[src/rtl/i2c_bytebuf_status.sv]
module i2c_bytebuf_status #(
  parameter int BYTE_W = 8,
  parameter int CNT_W  = 4
) (
  input  logic              clk,
  input  logic              rst_n,
  input  logic [1:0]        reg_addr,
  input  logic              reg_wr,
  input  logic              reg_rd,
  input  logic [BYTE_W-1:0] reg_wdata,
  output logic [BYTE_W-1:0] reg_rdata,
  input  logic              eng_scl_fall,
  input  logic [CNT_W-1:0]  eng_bit_cnt,
  input  logic [BYTE_W-1:0] eng_rx_data,
  input  logic              eng_tx_load,
  input  logic              eng_start,
  input  logic              eng_stop,
  input  logic              scl_in,
  input  logic              sda_in,
  output logic              tx_bit,
  output logic              addr_phase,
  output logic              irq_rx,
  output logic              irq_tx
);
  localparam logic [CNT_W-1:0] LAST_BIT = CNT_W'(BYTE_W);
  localparam logic [1:0] A_DATA = 2'd0, A_STAT = 2'd1, A_CTRL = 2'd2;

  logic [BYTE_W-1:0] rx_q, tx_q, sh_q;
  logic rx_full, tx_empty, ovr, busy, rx_ie, tx_ie, dma, en_q, aph_q;

  wire byte_done = eng_scl_fall && (eng_bit_cnt == LAST_BIT);
  wire rd_data   = reg_rd && reg_addr == A_DATA;
  wire wr_data   = reg_wr && reg_addr == A_DATA;
  wire wr_stat   = reg_wr && reg_addr == A_STAT;
  wire wr_ctrl   = reg_wr && reg_addr == A_CTRL;
  wire ovr_set   = byte_done && rx_full && !rd_data;
  wire rx_take   = byte_done && !ovr_set;

  always_ff @(posedge clk or negedge rst_n) begin
    if (!rst_n) begin
      rx_q <= '0;
      rx_full <= 1'b0;
      ovr <= 1'b0;
    end else begin
      if (rx_take) rx_q <= eng_rx_data;
      if (rx_take) rx_full <= 1'b1;
      else if (rd_data) rx_full <= 1'b0;
      if (ovr_set) ovr <= 1'b1;
      else if (wr_stat && reg_wdata[7]) ovr <= 1'b0;
    end
  end

  always_ff @(posedge clk or negedge rst_n) begin
    if (!rst_n) begin
      tx_q <= '1;
      sh_q <= '1;
      tx_empty <= 1'b1;
    end else begin
      if (wr_data) tx_q <= reg_wdata;
      if (wr_data) tx_empty <= 1'b0;
      else if (eng_tx_load) tx_empty <= 1'b1;
      if (eng_tx_load) sh_q <= tx_q;
      else if (eng_scl_fall) sh_q <= {sh_q[BYTE_W-2:0], 1'b1};
    end
  end

  always_ff @(posedge clk or negedge rst_n) begin
    if (!rst_n) begin
      rx_ie <= 1'b0;
      tx_ie <= 1'b0;
      dma <= 1'b0;
      en_q <= 1'b0;
      busy <= 1'b0;
      aph_q <= 1'b0;
    end else begin
      if (wr_stat) begin
        rx_ie <= reg_wdata[4];
        tx_ie <= reg_wdata[5];
        if (!en_q) dma <= reg_wdata[6];
      end
      if (wr_ctrl) en_q <= reg_wdata[0];
      if (eng_stop) busy <= 1'b0;
      else if (!scl_in || !sda_in) busy <= 1'b1;
      if (eng_start) aph_q <= 1'b1;
      else if (byte_done) aph_q <= 1'b0;
    end
  end

  always_comb begin
    reg_rdata = '0;
    case (reg_addr)
      A_DATA: reg_rdata = rx_q;
      A_STAT: reg_rdata = {1'b1, dma, tx_ie, rx_ie, busy, ovr, tx_empty, rx_full};
      A_CTRL: reg_rdata[0] = en_q;
      default: reg_rdata = '0;
    endcase
  end

  assign tx_bit     = sh_q[BYTE_W-1];
  assign addr_phase = aph_q;
  assign irq_rx     = rx_ie & rx_full;
  assign irq_tx     = tx_ie & tx_empty;

  assert_rx_full_set_R3: assert property (@(posedge clk) disable iff (!rst_n)
    byte_done |=> rx_full);
  assert_rd_clears_R4: assert property (@(posedge clk) disable iff (!rst_n)
    (rd_data && !byte_done) |=> !rx_full);
  assert_tx_write_wins_R5: assert property (@(posedge clk) disable iff (!rst_n)
    wr_data |=> !tx_empty);
  assert_overrun_keeps_R7: assert property (@(posedge clk) disable iff (!rst_n)
    ovr_set |=> (ovr && $stable(rx_q)));
  assert_err_clear_R8: assert property (@(posedge clk) disable iff (!rst_n)
    (wr_stat && reg_wdata[7] && !ovr_set) |=> !ovr);
  assert_dma_locked_R11: assert property (@(posedge clk) disable iff (!rst_n)
    en_q |=> $stable(dma));
  assert_stop_idles_R12: assert property (@(posedge clk) disable iff (!rst_n)
    eng_stop |=> !busy);
  assert_shift_load_R9: assert property (@(posedge clk) disable iff (!rst_n)
    eng_tx_load |=> (tx_bit == $past(tx_q[BYTE_W-1])));
endmodule

[config.mk]
export PLATFORM = sky130hd
export DESIGN_NAME = i2c_bytebuf_status
export DESIGN_NICKNAME = d
export VERILOG_FILES = /design/src/rtl/i2c_bytebuf_status.sv
export SDC_FILE = /design/constraint.sdc
export NUM_CORES = 1
export LEC_CHECK = 0
export ABC_CLOCK_PERIOD_IN_PS = 3000
export BUFFER_PORTS_ARGS = -buffer_cell sky130_fd_sc_hd__buf_2
export CORE_ASPECT_RATIO = 1.25
export CORE_MARGIN = 2
export CORE_UTILIZATION = 54
export CTS_CLUSTER_SIZE = 8
export DETAILED_ROUTE_END_ITERATION = 10
export PLACE_DENSITY = 0.81
export SYNTH_ARGS = -nofsm -noshare
export SYNTH_HDL_FRONTEND = slang
export SYNTH_SLANG_ARGS = --single-unit
[constraint.sdc]
create_clock -name clk -period 3 [get_ports clk]
set_clock_uncertainty 0.2 [all_clocks]
set_input_delay 0.6 -clock clk [delete_from_list [all_inputs] [get_ports clk]]
set_output_delay 0.6 -clock clk [all_outputs]
set_load 0.02 [all_outputs]
==> metrics.txt, run 1 <==
run status finished clean; layout cells sized above 1 52.4%; I/O pin count 44; wire length of the first global-routing pass 4440 um; worst path arrival time 1300 ps; final hold vios 0; largest net degree at the start of global routing 34; Cell variety after synth 21; top cell type's share of synthesized area 30.2%; WP data required 2200 ps; first-pass detailed-route iteration total 4; Most Crowded Layer GR met2; clk buf depth 2; most common cell after layout, fill and taps aside buf_2; Post-synth EDFFs 0; Crit Path Category in2out; antenna cell count 0; Synthesized Nets 152; Vias per Instance 5.22; Max VDD drop 370 uV; Clock Latency Late Sink 330 ps; Synth area leader dfstp_2; met1 Use GR 21.2%; Gates resized, CTS repair 0; unrepaired setup endpoints after global routing no; Post-Synthesis Cell Area 1480 um^2; DP HPWL 2080 um; fin. max-slew vios 0; Die Footprint 3180 um^2; crit path time final 2100 ps; worst-path cell chain buf_2 > mux2i_1 > nor2_1 > buf_2; Setup Viol. Count Final 0; initial core utilization 55.8%; Tcrit/Tclk final 70.1%; Critical path buffers and inverters 2; sequential fraction of the synthesis area 57.2%; commonest non-fill, non-tap cells in the layout buf_2 (43), mux2_2 (20), dfstp_2 (17); Crit path max-delay family buffers and inverters; Ys Warns 0; Avg Inst Size Synth 12.3 um^2; nets 197; Rel. slew slack 55.1%; CTS Sinks 33; Die Height 62.5 um; clock-pin slew on the worst setup and hold paths 90 ps; GR Util met2 31.9%; DR iter-0 viols 12; top cells by area, synth dfstp_2 (30%), dfrtp_1 (27%), mux2_2 (15%), mux2i_1 (9.5%), o21ai_0 (3.7%); initial antenna violation count 0; Worst setup SP type input port; port bufs 43; FFs w/ async S/R, synth 100%; Final GP Congestion 0.714; H-tree depth 2; cell count after placement 192; routed vias 1,044; Worst Setup End Kind output port; post-CTS setup buffers 0; worst slew pin tran 673 ps; f_max 0.475 GHz; #FFs+latches synth 33; Layout Area Growth over Synthesis 19.6%; vias in the first global route 1,040; total wire length 2620 um; CTS Hold Bufs 0; M3 GR Usage 5.74%; Max FO, Critical Path 13; critical path's slowest cell buf_2; gr usage total 19.0%; Core Area 2650 um^2; Finished Layout Cells 200; main flop type after synthesis dfstp_2; DRC 0; die width 50.8 um; Antenna Violating Nets Remaining 0; Root Driver clkbuf_4; most used cell, CP buf_2; synthesized instance count 120; post-DR wirelength/cell 13.1 um; max incr delay on CP 260 ps; type of the tightest min-delay check in2async; # Max-Cap Violations 0; setup TNS 0 ps; Leak 0.839 nW; # rows 21; PD cells 605 nW/um^2; TritonCTS clock tree built; CTS buffer count 5; Overflow after GRT 0
-- metal layers --
| metal | vias to the layer above | wire length, um |
|---|---|---|
| met5 | - | 0 |
| li1 | 507 | - |
| met1 | 496 | 1070 |
| met3 | 8 | 139 |
| met4 | 0 | 82 |
| met2 | 33 | 1340 |
-- final timing paths --
check,startpoint,endpoint,slack [ps],cells after the start
min reg2reg,addr_phase,addr_phase,280,1
max in group asynchronous,rst_n,rx_q[6],2070,1
max,reg_addr[0],reg_rdata[1],900,4
min,rst_n,tx_ie,100,1
min in group clk,eng_stop,busy,200,2
max reg2reg,rx_full,rx_q[4],1380,3
-- stage by stage --
| stage | worst slack (ps) | hold slack [ps] | instance area [um^2] | total power, mW | utilization, % |
|---|---|---|---|---|---|
| floorplan | 852 | 104 | 1480 | 0.748 | - |
| global placement | 824 | 256 | 1710 | 0.817 | 64.5 |
| detailed placement | 773 | 265 | 1710 | 0.833 | 64.5 |
| CTS | 888 | 115 | 1770 | 1.09 | 66.7 |
| global route | 823 | 139 | 1770 | 1.13 | 66.7 |
| finish | 896 | 98.5 | 1770 | 1.07 | 66.7 |
-- synthesized netlist by cell type (2+ instances only) --
library cell  count
dfstp_2          17
inv_1             3
o21ai_0          11
mux2_2           20
buf_2             3
nand3b_1          3
nand2_1           9
dfrtp_1          16
and2_1            2
mux2i_1          14
nor2_1           12
-- state kept, by name, indices dropped and copies added (netlist names) --
register,count
ovr,1
en_q,1
dma,1
rx_ie,1
addr_phase,1
busy,1
sh_q,8
tx_ie,1
tx_q,8
rx_full,1
tx_empty,1
rx_q,8
-- report_power, final --
part	internal (mW)	total (mW)	switching, mW	leakage [nW]
logic	0.109	0.211	0.103	0.434
clock network	0.115	0.252	0.136	0.0326
registers	0.559	0.608	0.0486	0.372
-- cell families (layout without fill, tap and decap cells) --
logic type      Yosys count  after routing  synth area share (%)
mux                      34             34                  24.7
flops                    33             33                  57.2
simple gates             31             31                  10.1
compound gates           14             14                  5.41
buf+inv                   8             54                  2.54
-- layout make-up --
type | count | area, um^2
tap | 34 | 42.5
inverter | 3 | 11.3
multi-input combinational | 79 | 596
fill | 231 | 883
clock buffer | 8 | 58.8
sequential | 33 | 847
timing repair buffer | 43 | 215
(Power assumes the default switching activity.)
==> inputs of run 2 (changes only) <==
ABC_CLOCK_PERIOD_IN_PS = 2200   (was 3000)
CORE_UTILIZATION = 50   (was 54)
PLACE_DENSITY = 0.76   (was 0.81)
clock period = 2.2 ns   (was 3 ns; I/O delays follow)
==> run 2 against run 1 <==
Net effect: global-route usage grew 1.5 points; first-iteration DRC count fell by 42%; critical path depth decreased by 1; via count rose by 1.7%; routed wire length increased by 11%; largest power group unchanged; power is 38% higher; utilization shrank 4.2 points; sequential share of layout area down 0.93 points; count of clock-buffer cells in the layout stayed put.
==> metrics.txt, run 2 (synthesis gave the netlist of run 1 again) <==
most common cell after layout, fill and taps aside buf_2; # rows 22 (+4.8%); WP data required 1560 ps (-640 ps); clock-pin slew on the worst setup and hold paths 90 ps (about the same); Fin Hold WS 49.3 ps (-49.2 ps); I/O pin count 44 (unchanged); routed vias 1,062 (+1.7%); Core Area 2890 um^2 (+8.9%); FF-to-FF path depth 3 (unchanged); worst slew pin tran 692 ps (+19.1 ps); Multi-input gate area 596 um^2 (unchanged); port bufs 43 (unchanged); biggest regs rx_q (8), sh_q (8), tx_q (8); Die Footprint 3410 um^2 (+7.4%); largest net degree at the start of global routing 34 (unchanged); clk buf depth 2 (unchanged); Antenna Violating Nets Remaining 0 (unchanged); commonest non-fill, non-tap cells in the layout buf_2 (43), mux2_2 (20), dfstp_2 (17); unrepaired setup endpoints after global routing no; Worst Setup End Kind output port; max incr delay on CP 550 ps (+290 ps); wire length of the first global-routing pass 4920 um (+11%); nets 201 (+2.0%); Vias per Instance 5.16 (-1.2%); run status finished clean; Tcrit/Tclk final 84.0%; crit path time final 1850 ps; Die Height 64.8 um (+3.7%); post-CTS setup buffers 0 (unchanged); layout cells sized above 1 52.9% (+0.53 points); antenna cell count 0 (unchanged); # Max-Cap Violations 0 (unchanged); Clock Latency Late Sink 320 ps (about the same); Crit path max-delay family flip-flops; Finished Layout Cells 206 (+3.0%); critical path endpoint reg_rdata[1]; initial core utilization 51.2% (-4.6 points); fin. max-slew vios 0 (unchanged); worst path arrival time 1210 ps (-90 ps); final hold vios 0 (unchanged); Worst setup SP type flip-flop; post-DR wirelength/cell 14.1 um (+7.7%); CTS Sinks 33 (unchanged); initial antenna violation count 0 (unchanged); setup TNS 0 ps (unchanged); Crit Path Category reg2out; CTS Hold Bufs 1 (+1); DR iter-0 viols 7 (-5); f_max 0.541 GHz; H-tree depth 2 (unchanged); placed inst area 1740 um^2 (+1.5%); Final GP Congestion 0.790 (+11%); Setup Viol. Count Final 0 (unchanged); critical path's slowest cell dfstp_2; Overflow after GRT 0 (unchanged); Critical Path Stages 3 (-1); worst setup path start tx_empty; DRC 0 (unchanged); die width 52.7 um (+3.6%); Reg2Reg Capture Point rx_q[3]; Rel. slew slack 53.9% (-1.3 points); vias in the first global route 1,100 (+5.8%); TritonCTS clock tree built; Util after Layout 62.5% (-4.2 points); Layout Area Growth over Synthesis 22.0%; type of the tightest min-delay check in2reg; FF-to-FF setup slack 560 ps (-820 ps); worst-path cell chain mux2i_1 > nor2_1 > buf_2; gr usage total 20.5% (+1.5 points); design area 1810 um^2 (+2.0%); Max VDD drop 609 uV (+65%); PD cells 816 nW/um^2 (+35%); Root Driver clkbuf_4; Max FO, Critical Path 3 (-10); Leak 0.858 nW (+2.3%); Reg area 847 um^2 (unchanged); Layout fillers 249 (+7.8%); worst r2r src rx_full; Critical path buffers and inverters 1 (-1); cell count after placement 197 (+2.6%); Gates resized, CTS repair 0 (unchanged); CTS buffer count 5 (unchanged); first-pass detailed-route iteration total 4 (unchanged); DP HPWL 2080 um (about the same); total wire length 2910 um (+11%)
-- run 2: cell types whose count changed in the layout (fill, tap and decap cells not counted) --
cell / change
buf_4: +3
dlygate4sd3_1: +1
-- run 2: worst min path at each step --
stage                     from    endpoint  slack (ps)  cells past startpoint
global route          eng_stop        busy          50                      2
finish                eng_stop        busy          50                      2
global placement    addr_phase  addr_phase         250                      1
floorplan                rst_n  addr_phase         -60                      0
detailed placement  addr_phase  addr_phase         260                      1
CTS                   eng_stop        busy          30                      2
-- run 2: power breakdown --
part | switching, mW | internal [mW]
clock network | 0.191 | 0.158
logic | 0.144 | 0.152
registers | 0.0657 | 0.763
-- run 2: area by class of cell --
type | instances | area share (%)
sequential | 33 | 46.9
multi-input combinational | 79 | 33.0
timing repair buffer | 47 | 13.7
clock buffer | 8 | 3.26
tap | 36 | 2.49
inverter | 3 | 0.624
-- run 2: metrics by stage --
step           setup slack [ps]  power, mW
2_1_floorplan               372       1.02
3_3_place_gp                257       1.12
3_5_place_dp                186       1.14
4_1_cts                     334       1.49
5_1_grt                     296       1.57
6_report                    351       1.47
-- run 2: worst register-to-register path: stages (launching register included) --
cell	delay, ps
dfrtp_1	440
inv_1	90
o2111a_1	420
mux2_2	390
-- run 2: per-layer routing --
| metal | track usage (%) | part of all wire (%) |
|---|---|---|
| met5 | 0 | 0 |
| met4 | 9.62 | 1.2 |
| met3 | 6.22 | 4.6 |
| met2 | 33.6 | 53 |
| met1 | 24.0 | 41 |
